$ cat src/rtl/pt_walker.sv
module pt_walker (
  input  logic        clk,
  input  logic        rst_n,
  input  logic        req_valid,
  output logic        req_ready,
  input  logic [31:0] req_vaddr,
  input  logic        req_write,
  input  logic        req_user,
  input  logic [31:0] dir_base,
  output logic        mem_rd_en,
  output logic [31:0] mem_addr,
  input  logic        mem_rvalid,
  input  logic [31:0] mem_rdata,
  output logic        rsp_valid,
  output logic [31:0] rsp_paddr,
  output logic [31:0] rsp_vaddr,
  output logic        rsp_fault,
  output logic        rsp_fault_prot,
  output logic        rsp_fault_table
);

  typedef enum logic [1:0] {S_IDLE, S_PDE, S_PTE, S_DONE} walk_t;

  walk_t       state;
  logic [31:0] va_q;
  logic        wr_q, usr_q;
  logic [19:0] base_q;
  logic [19:0] frame_q;
  logic [31:0] paddr_q;
  logic        fault_q, prot_q, tbl_q;

  logic entry_absent, entry_denied;
  assign entry_absent = !mem_rdata[0];
  assign entry_denied = (wr_q && !mem_rdata[1]) || (usr_q && !mem_rdata[2]);

  logic unused_bits;
  assign unused_bits = ^{mem_rdata[11:3], dir_base[11:0]};

  assign req_ready = (state == S_IDLE);
  assign mem_rd_en = (state == S_PDE) || (state == S_PTE);
  assign mem_addr  = (state == S_PTE) ? {frame_q, va_q[21:12], 2'b00}
                                      : {base_q,  va_q[31:22], 2'b00};

  assign rsp_valid       = (state == S_DONE);
  assign rsp_paddr       = paddr_q;
  assign rsp_vaddr       = va_q;
  assign rsp_fault       = fault_q;
  assign rsp_fault_prot  = prot_q;
  assign rsp_fault_table = tbl_q;

  always_ff @(posedge clk) begin
    if (!rst_n) begin
      state   <= S_IDLE;
      va_q    <= '0;
      wr_q    <= 1'b0;
      usr_q   <= 1'b0;
      base_q  <= '0;
      frame_q <= '0;
      paddr_q <= '0;
      fault_q <= 1'b0;
      prot_q  <= 1'b0;
      tbl_q   <= 1'b0;
    end else begin
      case (state)
        S_IDLE: if (req_valid) begin
          va_q   <= req_vaddr;
          wr_q   <= req_write;
          usr_q  <= req_user;
          base_q <= dir_base[31:12];
          state  <= S_PDE;
        end
        S_PDE: if (mem_rvalid) begin
          if (entry_absent || entry_denied) begin
            fault_q <= 1'b1;
            prot_q  <= !entry_absent;
            tbl_q   <= 1'b0;
            paddr_q <= '0;
            state   <= S_DONE;
          end else begin
            frame_q <= mem_rdata[31:12];
            state   <= S_PTE;
          end
        end
        S_PTE: if (mem_rvalid) begin
          fault_q <= entry_absent || entry_denied;
          prot_q  <= !entry_absent && entry_denied;
          tbl_q   <= entry_absent || entry_denied;
          paddr_q <= (entry_absent || entry_denied) ? 32'h0 : {mem_rdata[31:12], va_q[11:0]};
          state   <= S_DONE;
        end
        default: state <= S_IDLE;
      endcase
    end
  end

  assert_read_held_R11: assert property (@(posedge clk) disable iff (!rst_n)
    (mem_rd_en && !mem_rvalid) |=> (mem_rd_en && $stable(mem_addr)));

  assert_rsp_pulse_R12: assert property (@(posedge clk) disable iff (!rst_n)
    rsp_valid |=> !rsp_valid);

  assert_rsp_after_data_R12: assert property (@(posedge clk) disable iff (!rst_n)
    $rose(rsp_valid) |-> $past(mem_rvalid));

  assert_idle_no_read_R10: assert property (@(posedge clk) disable iff (!rst_n)
    !(req_ready && mem_rd_en));

  assert_pde_absent_R5: assert property (@(posedge clk) disable iff (!rst_n)
    (state == S_PDE && mem_rvalid && !mem_rdata[0]) |=>
      (rsp_valid && rsp_fault && !rsp_fault_prot && !rsp_fault_table));

  assert_fault_no_paddr_R9: assert property (@(posedge clk) disable iff (!rst_n)
    (rsp_valid && rsp_fault) |-> (rsp_paddr == 32'h0));

endmodule

$ cat config.mk
export PLATFORM = sky130hd
export DESIGN_NAME = pt_walker
export DESIGN_NICKNAME = d
export VERILOG_FILES = /design/src/rtl/pt_walker.sv
export SDC_FILE = /design/constraint.sdc
export NUM_CORES = 1
export LEC_CHECK = 0
export ABC_AREA = 1
export BUFFER_PORTS_ARGS = -buffer_cell sky130_fd_sc_hd__buf_4
export CAP_MARGIN = 20
export CORE_ASPECT_RATIO = 1.75
export CORE_MARGIN = 2
export CORE_UTILIZATION = 51
export CTS_CLUSTER_DIAMETER = 40
export DETAILED_ROUTE_END_ITERATION = 7
export PLACE_DENSITY = 0.93
export REMOVE_ABC_BUFFERS = 1
export SETUP_SLACK_MARGIN = 0.15
export SYNTH_ARGS = -nofsm -noshare
export SYNTH_HDL_FRONTEND = slang
export SYNTH_SLANG_ARGS = --single-unit
$ cat constraint.sdc
create_clock -name clk -period 3.8 [get_ports clk]
set_clock_uncertainty 0.1 [all_clocks]
set_input_delay 0 -clock clk [delete_from_list [all_inputs] [get_ports clk]]
set_output_delay 0 -clock clk [all_outputs]
set_load 0.005 [all_outputs]
==> results of run 1 <==
## per-stage QoR
| stage | utilization [%] | std cells |
|---|---|---|
| 3_5_place_dp | 67.6 | 911 |
| 4_1_cts | 80.3 | 1003 |
| 6_report | 80.3 | 1003 |
| 2_1_floorplan | - | 609 |
| 5_1_grt | 80.3 | 1003 |
| 3_3_place_gp | 67.6 | 911 |
## worst min-delay path, stage by stage
cell,delay [ns]
sky130_fd_sc_hd__buf_4,0.13
sky130_fd_sc_hd__inv_1,0.05
sky130_fd_sc_hd__nand2_1,0.04
sky130_fd_sc_hd__o21ai_0,0.16
sky130_fd_sc_hd__a21oi_1,0.09
## metal layers
layer | track usage [%] | vias to the layer above
met5 | 0 | -
met4 | 22.9 | 0
met3 | 6.26 | 93
met2 | 58.4 | 333
met1 | 33.6 | 2454
li1 | - | 2483
## cell families after synthesis
group,share of synthesized area [%]
compound gates,10.3
other cells,0.0827
simple gates,32.0
fa+ha+maj,1.38
flops,49.0
buf+inv,7.25
## cell usage in the layout (no fill, tap or decap)
master	n
sky130_fd_sc_hd__nand2_1	176
sky130_fd_sc_hd__a21oi_1	37
sky130_fd_sc_hd__inv_1	26
sky130_fd_sc_hd__nand3_2	1
sky130_fd_sc_hd__o21ai_0	56
sky130_fd_sc_hd__nor3_4	1
sky130_fd_sc_hd__ha_1	5
sky130_fd_sc_hd__clkinv_2	2
sky130_fd_sc_hd__nor2_4	1
sky130_fd_sc_hd__conb_1	2
sky130_fd_sc_hd__clkinv_1	1
sky130_fd_sc_hd__inv_2	2
sky130_fd_sc_hd__nor2_1	152
sky130_fd_sc_hd__bufinv_16	3
sky130_fd_sc_hd__nand2_2	1
sky130_fd_sc_hd__buf_4	185
sky130_fd_sc_hd__clkbuf_16	9
sky130_fd_sc_hd__nor2_2	2
sky130_fd_sc_hd__dfxtp_1	111
sky130_fd_sc_hd__nand4_1	1
sky130_fd_sc_hd__dlygate4sd3_1	76
sky130_fd_sc_hd__nand3_1	34
sky130_fd_sc_hd__clkinv_4	1
sky130_fd_sc_hd__clkbuf_1	1
## layout make-up
type	instances	area, sq um
Sequential cell	111	2220
Multi-Input combinational cell	469	2000
Fill cell	559	1710
Clock inverter	6	109
Inverter	29	109
Clock buffer	10	229
Timing Repair Buffer	261	2150
Tap cell	117	146
## synth_stat cells
cell type                  number  area (sq um)
sky130_fd_sc_hd__a21oi_1       37           185
sky130_fd_sc_hd__buf_1          3          11.3
sky130_fd_sc_hd__buf_2         11          55.1
sky130_fd_sc_hd__buf_4          6          45.0
sky130_fd_sc_hd__buf_6          3          33.8
sky130_fd_sc_hd__clkbuf_1      20          75.1
sky130_fd_sc_hd__clkinv_1       1          3.75
sky130_fd_sc_hd__conb_1         1          3.75
sky130_fd_sc_hd__dfxtp_1      111          2220
sky130_fd_sc_hd__ha_1           5          62.6
sky130_fd_sc_hd__inv_1         26          97.6
sky130_fd_sc_hd__inv_2          2          7.51
sky130_fd_sc_hd__nand2_1      176           661
sky130_fd_sc_hd__nand2_2        1          6.26
sky130_fd_sc_hd__nand3_1       34           170
sky130_fd_sc_hd__nand3_2        1          10.0
sky130_fd_sc_hd__nand4_1        1          6.26
sky130_fd_sc_hd__nor2_1       154           578
sky130_fd_sc_hd__nor2_2         1          6.26
sky130_fd_sc_hd__nor3_4         1          16.3
sky130_fd_sc_hd__o21ai_0       56           280
## power by group through the flow
stage | clock, mW | sequential [mW] | combinational, mW
3_3_place_gp | 0 | 1.51 | 1.44
4_1_cts | 1.07 | 1.51 | 1.56
2_1_floorplan | 0 | 1.52 | 0.749
3_5_place_dp | 0 | 1.53 | 1.49
5_1_grt | 1.12 | 1.53 | 1.77
6_report | 1.07 | 1.51 | 1.62
## state kept, by name, indices dropped and copies added, names as in the netlist
signal and flops:
rsp_vaddr 32, rsp_fault_table 1, frame_q 20, rsp_paddr 32, wr_q 1, state 2
base_q 20, rsp_fault 1, usr_q 1, rsp_fault_prot 1
## final timing paths
kind | endpoint | slack [ns] | cells past startpoint
hold / removal | state[1] | 0.06 | 5
hold reg to reg | rsp_paddr[1] | 0.37 | 2
setup / recovery | rsp_paddr[17] | 0.92 | 7
setup reg to reg | rsp_paddr[17] | 0.92 | 7
==> impl.org, run 1 <==
** Status
- Run status :: completed

** Drt
- In the final routed layout, each cell accounts on average for around 16 um.
- Number of iterations in the first detailed-routing pass :: 8
- Top routing layer in use :: met4
- In the detailed route, the total length drawn on met2 is ~8600 um.
- Number of design rule violations left after detail routing :: 0
- After detailed routing, the met3 layer carries approximately 1100 um of wire.
- Number of vias per cell :: ~5.3
- After detailed routing, the wire length on met1 is roughly 5600 um.
- For this block, the initial DRC count from the detailed router was between 400 and 500.
- For this block, the routed nets add up to roughly 16,000 um of wire.
- Detail Route Antenna Nets :: 0
- Summing over every cut layer, the via total after detailed routing is approximately 5,400.

** STA
- Timing would allow up to 347 MHz.
- Final Hold Vio Count :: 0
- Slew of the pin with the lowest slew margin :: ~1 ns
- Final period utilization :: 75.7%
- Setup repair after global routing left no endpoint under its margin.
- Setup ws final :: 0.922 ns
- Sum Neg Setup Slack :: 0 ns
- Hold_ws :: between 0.05 and 0.06 ns
- Endpoints failing setup :: 0
- Slew headroom :: about a third
- The worst path needs ~2.9 ns of the cycle, external delays included.
- The count of final max-slew check failures was 0.

** Pwr
- The design draws about 4.2 mW.
- Per report_power, the clock group accounts for 25.5% of the total.
- For this design the static power due to leakage is ~3.3 nW.
- Power share of the combinational group :: between 30% and 40%
- Dividing total power by cell area gives a power density of 603 mW/mm^2.
- Largest voltage drop on the vdd net :: roughly 0.43 mV
- Flop pwr share :: a little over a third
- Net switching fraction of the power :: ~36%
- Total internal power :: approximately 2.7 mW
- The analysis attributes to net switching a power of between 1.5 and 2 mW.

** Logic synthesis
- The cell count after synthesis came out at 651.
- The cell area that synthesis handed to floorplanning was 0.00454 sq mm.
- Summing the sequential cell areas from Yosys gives around half of the chip area.
- Synth unique cells :: 21
- Yosys printed 0 warnings.
- Post-synthesis register bit count :: roughly 110
- Averaged over all synthesized cells, the footprint is between 6 and 7 sq um.

** Placement
- Summed over all nets, the half-perimeter wirelength after detailed placement is 9030 um.
- Final weighted congestion of routability-driven global placement :: approximately 0.84
- Input and output buffers added on the ports amount to 180.
- In this run the cell area measured after placement is a little under 0.006 sq mm.
- DP Worst Slack :: around 1.1 ns

** Worst setup path
- Required time at the endpoint of the critical path :: 3.96 ns
- Worst-path cell with the longest stage delay :: sky130_fd_sc_hd__ha_1
- Category of the worst setup path capture point :: register
- Launch point of the critical path :: state[0]
- Ordered cell list for the critical path :: inv_1 > ha_1 > inv_2 > nor3_4 > buf_4 > nand3_1 > a21oi_1
- Arrival time at the worst endpoint :: roughly 3.0 ns
- Crit path max-delay family :: buffers and inverters
- Together, buffers and inverters on the worst path number 3.
- The worst register-to-register path begins at state[0].
- Startpoint-to-endpoint class of the critical path :: reg -> reg
- Largest fanout on the critical path :: 31
- Sort of element at the start of the critical path :: register
- Slowest Stage Delay on Critical Path :: between 0.6 and 0.7 ns

** Min path
- Kind of path behind the tightest hold check :: in -> reg
- In this run the most critical hold path is launched from req_valid.

** Clock network
- Post-CTS clock slew at the launch and capture registers of the worst setup and hold paths :: about 0.070 ns
- In this run the clock root is driven by a sky130_fd_sc_hd__clkbuf_16.
- For this design, the CTS-stage hold fixing added 76 buffers.
- Clock tree synthesis found a total of around 110 sinks.
- Post-CTS Setup Bufs :: 0
- TritonCTS clock tree :: built
- Post-cts sizing count :: 0
- Buffers inserted during clock tree synthesis total 9.
- CTS Buffer Depth :: 2
- The later pin in the worst-skew pair is clocked with a latency of 0.36 ns.
- The H-tree generated during clock tree synthesis spans 3 levels.

** Flow run
- Max capacitance violation total :: 0

** Floorplan
- Area inside the core boundary :: approximately 0.0087 sq mm
- Width of the chip :: roughly 75 um
- The initial utilization of the core area, before any placement, comes to approximately 52%.
- Floorplan row count :: between 40 and 50
- Number of I/O pins :: between 200 and 250
- Die height :: roughly 130 um
- Die footprint :: slightly below 0.01 sq mm

** Global routing
- The first global-routing pass estimated roughly 25,000 um of wire.
- The number of global-route vias before repair was around 5,300.
- Across every metal layer, demand over resource in global routing totals 33.1%.
- Initial antenna violation count :: 0
- Largest net degree at the start of global routing :: ~80
- Congestion Overflow GR :: 0

** Final layout
- Share of layout cells above drive strength 1 :: a little under a quarter
- Net count reported at finish :: roughly 1,000
- Antenna diodes :: 0
- Relative to the synthesized area, the layout overhead comes to 53.5%.
- After routing the design area is 0.00696 sq mm.
(Power assumes the default switching activity.)
==> run 2: changes to the inputs <==
CORE_UTILIZATION = 42   (was 51)
PLACE_DENSITY = 0.82   (was 0.93)
clock period = 2.3 ns   (was 3.8 ns; I/O delays follow)
==> impl.org, run 2 (synthesized netlist as in run 1, its figures left out) <==
** STA
- Slew headroom :: approximately a third
- Setup violations remaining at the end of the flow were counted as 0.
- The count of final max-slew check failures is 0.
- Min Clock Period, post-route :: 1.98 ns
- Static timing analysis puts the maximum clock frequency at 505 MHz.
- In the final timing run, aggregate negative setup slack is 0 ns.
- Final Hold Vio Count :: 0
- The final critical path takes up between 80% and 90% of the cycle.
- Unrepaired setup endpoints after global routing :: no
- At the pin with the least slew margin, the transition time is 1.02 ns.

** Drt
- After detailed routing, the number of remaining DRC violations is 0.
- Final WL :: about 15,000 um
- The detailed router finished its first iteration with 277 violations.
- Number of vias per cell :: 5.00
- Dividing the detail-routed wire length by the instance count gives ~14 um.
- Number of iterations in the first detailed-routing pass :: 4
- In this run the remaining antenna-violating nets after routing total 0.
- The routed layout has between 5,000 and 6,000 vias.

** Pwr
- Largest voltage drop on the vdd net :: about 0.67 mV
- Summed over all cells, the static leakage comes to 3.31 nW.
- The completed layout was analyzed and its total power is 6.95 mW.
- P per Cell Area :: around 1000 mW/mm^2

** Placement
- The count of buffers added on input and output ports is between 150 and 200.
- Routability-driven placement finished with a final weighted congestion of 0.810.
- Placed inst area :: ~0.0059 sq mm
- Detailed placement ended at an HPWL of approximately 8500 um.

** Floorplan
- Number of I/O pins :: between 200 and 250
- The initial utilization of the core area, before any placement, comes to a little over two fifths.
- Width of the chip :: about 83 um
- Die height :: ~140 um
- Area inside the core boundary :: between 0.01 and 0.015 sq mm
- The die covers 0.0117 sq mm.
- The floorplan has 50 rows.

** Clock network
- In this run the number of H-tree levels came out at 3.
- TritonCTS buffer count :: 9
- Number of hold buffers added after CTS :: 75
- CTS Buffer Depth :: 2
- Clock-pin slew was measured on the worst setup and hold paths at around 0.07 ns.
- TritonCTS clock tree :: built
- In this run, post-CTS repair resized a total of 0 instances.
- Post-CTS Setup Bufs :: 0
- Sink Count :: between 100 and 150
- The tree is rooted in a sky130_fd_sc_hd__clkbuf_16.
- For the worst-skew pair, the clock arrives at the later sink with an insertion delay of ~0.34 ns.

** Final layout
- Cell area after layout :: around 0.007 sq mm
- After the last flow step, the layout net total stands at 992.
- The post-route netlist has 24.0% of its cells at a drive strength greater than 1.
- Cells fill between 60% and 70% of the core in the end.
- From synthesis to final layout, the design area changed by 55.3%.
- Filler instances :: 852
- The library cells used most frequently in the layout, excluding fill and tap cells, are 188 x sky130_fd_sc_hd__buf_4, 175 x sky130_fd_sc_hd__nand2_1, 152 x sky130_fd_sc_hd__nor2_1.
- Most frequent standard cell in the layout excluding fill and tap cells :: sky130_fd_sc_hd__buf_4
- The repair_antennas step left the layout with diodes totalling 0.

** Worst setup path
- In this run the critical register-to-register path is captured at rsp_vaddr[15].
- Required time at the endpoint of the critical path :: roughly 2.5 ns
- Number of cells traversed by the worst register-to-register path :: 6
- The worst setup path is launched from a register.
- Startpoint-to-endpoint class of the critical path :: reg -> reg
- R2R Path Start :: state[0]
- Along the worst path, the maximum fanout reaches 54.
- Setup slack on the worst flop-to-flop path :: between 0.3 and 0.4 ns
- Category of the worst setup path capture point :: register
- For the worst setup path, the data arrival time is ~2.2 ns.

** Min path
- Hold path cells :: 4
- Endpoint, Worst Hold :: state[0]
- Kind of path behind the tightest hold check :: in -> reg
- The worst hold path begins at mem_rvalid.

** Global routing
- Initial antenna violation count :: 0
- The number of global-route vias before repair is between 4,000 and 5,000.
- Summed over all layers, the global routing overflow is 0.
- Largest net degree at the start of global routing :: 77
- Global-route wire length before repair :: between 20,000 and 25,000 um
- Global routing used 24.5% of the available tracks.

** Status
- Run status :: completed

** Flow run
- Across the run, the number of max-cap violations was 0.
[run 2: worst max path at each step]
stage,from,slack (ns),depth (start not counted),to
final,state[0],0.32,6,rsp_vaddr[15]
after detailed placement,state[0],0.38,8,rsp_paddr[19]
after global placement,state[0],0.41,8,rsp_paddr[23]
after floorplan,state[0],-0.44,6,rsp_paddr[0]
after CTS,state[0],0.33,8,rsp_paddr[22]
after global routing,state[0],0.17,6,base_q[18]
[run 2: area by class of cell]
class	count	area [sq um]	share of cell area [%]
Tap cell	130	163	2.31
Clock inverter	5	104	1.47
Timing Repair Buffer	265	2200	31.3
Multi-Input combinational cell	469	2000	28.4
Clock buffer	11	243	3.45
Inverter	29	109	1.55
Sequential cell	111	2220	31.5
[run 2: worst max-delay path, stage by stage, from the launching register on]
cell                      delay [ns]
sky130_fd_sc_hd__dfxtp_1        0.36
sky130_fd_sc_hd__inv_1          0.11
sky130_fd_sc_hd__ha_1           0.23
sky130_fd_sc_hd__nand2_2        0.08
sky130_fd_sc_hd__inv_2          0.73
sky130_fd_sc_hd__nor2_1         0.12
sky130_fd_sc_hd__nor2_1         0.15
[run 2: layer usage]
metal	vias up	wire length, um	GRT usage, %	share of wire [%]
met5	-	0	0	0
met4	0	687	14.1	4.7
met3	53	796	5.22	5.4
met2	209	7820	44.5	54
met1	2341	5300	24.5	36
li1	2492	-	-	-
[run 2: stage by stage]
step | hold slack (ns) | std cells | setup slack [ns]
2_1_floorplan | 0.0204 | 609 | -0.437
3_3_place_gp | 0.148 | 929 | 0.411
3_5_place_dp | 0.158 | 929 | 0.379
4_1_cts | 0.00630 | 1020 | 0.327
5_1_grt | 0.0526 | 1020 | 0.169
6_report | 0.0309 | 1020 | 0.321
[run 2: report_power, final]
group	switching, mW	internal, mW	total [mW]
clock network	0.696	1.10	1.79
logic	1.52	1.14	2.66
registers	0.225	2.27	2.49
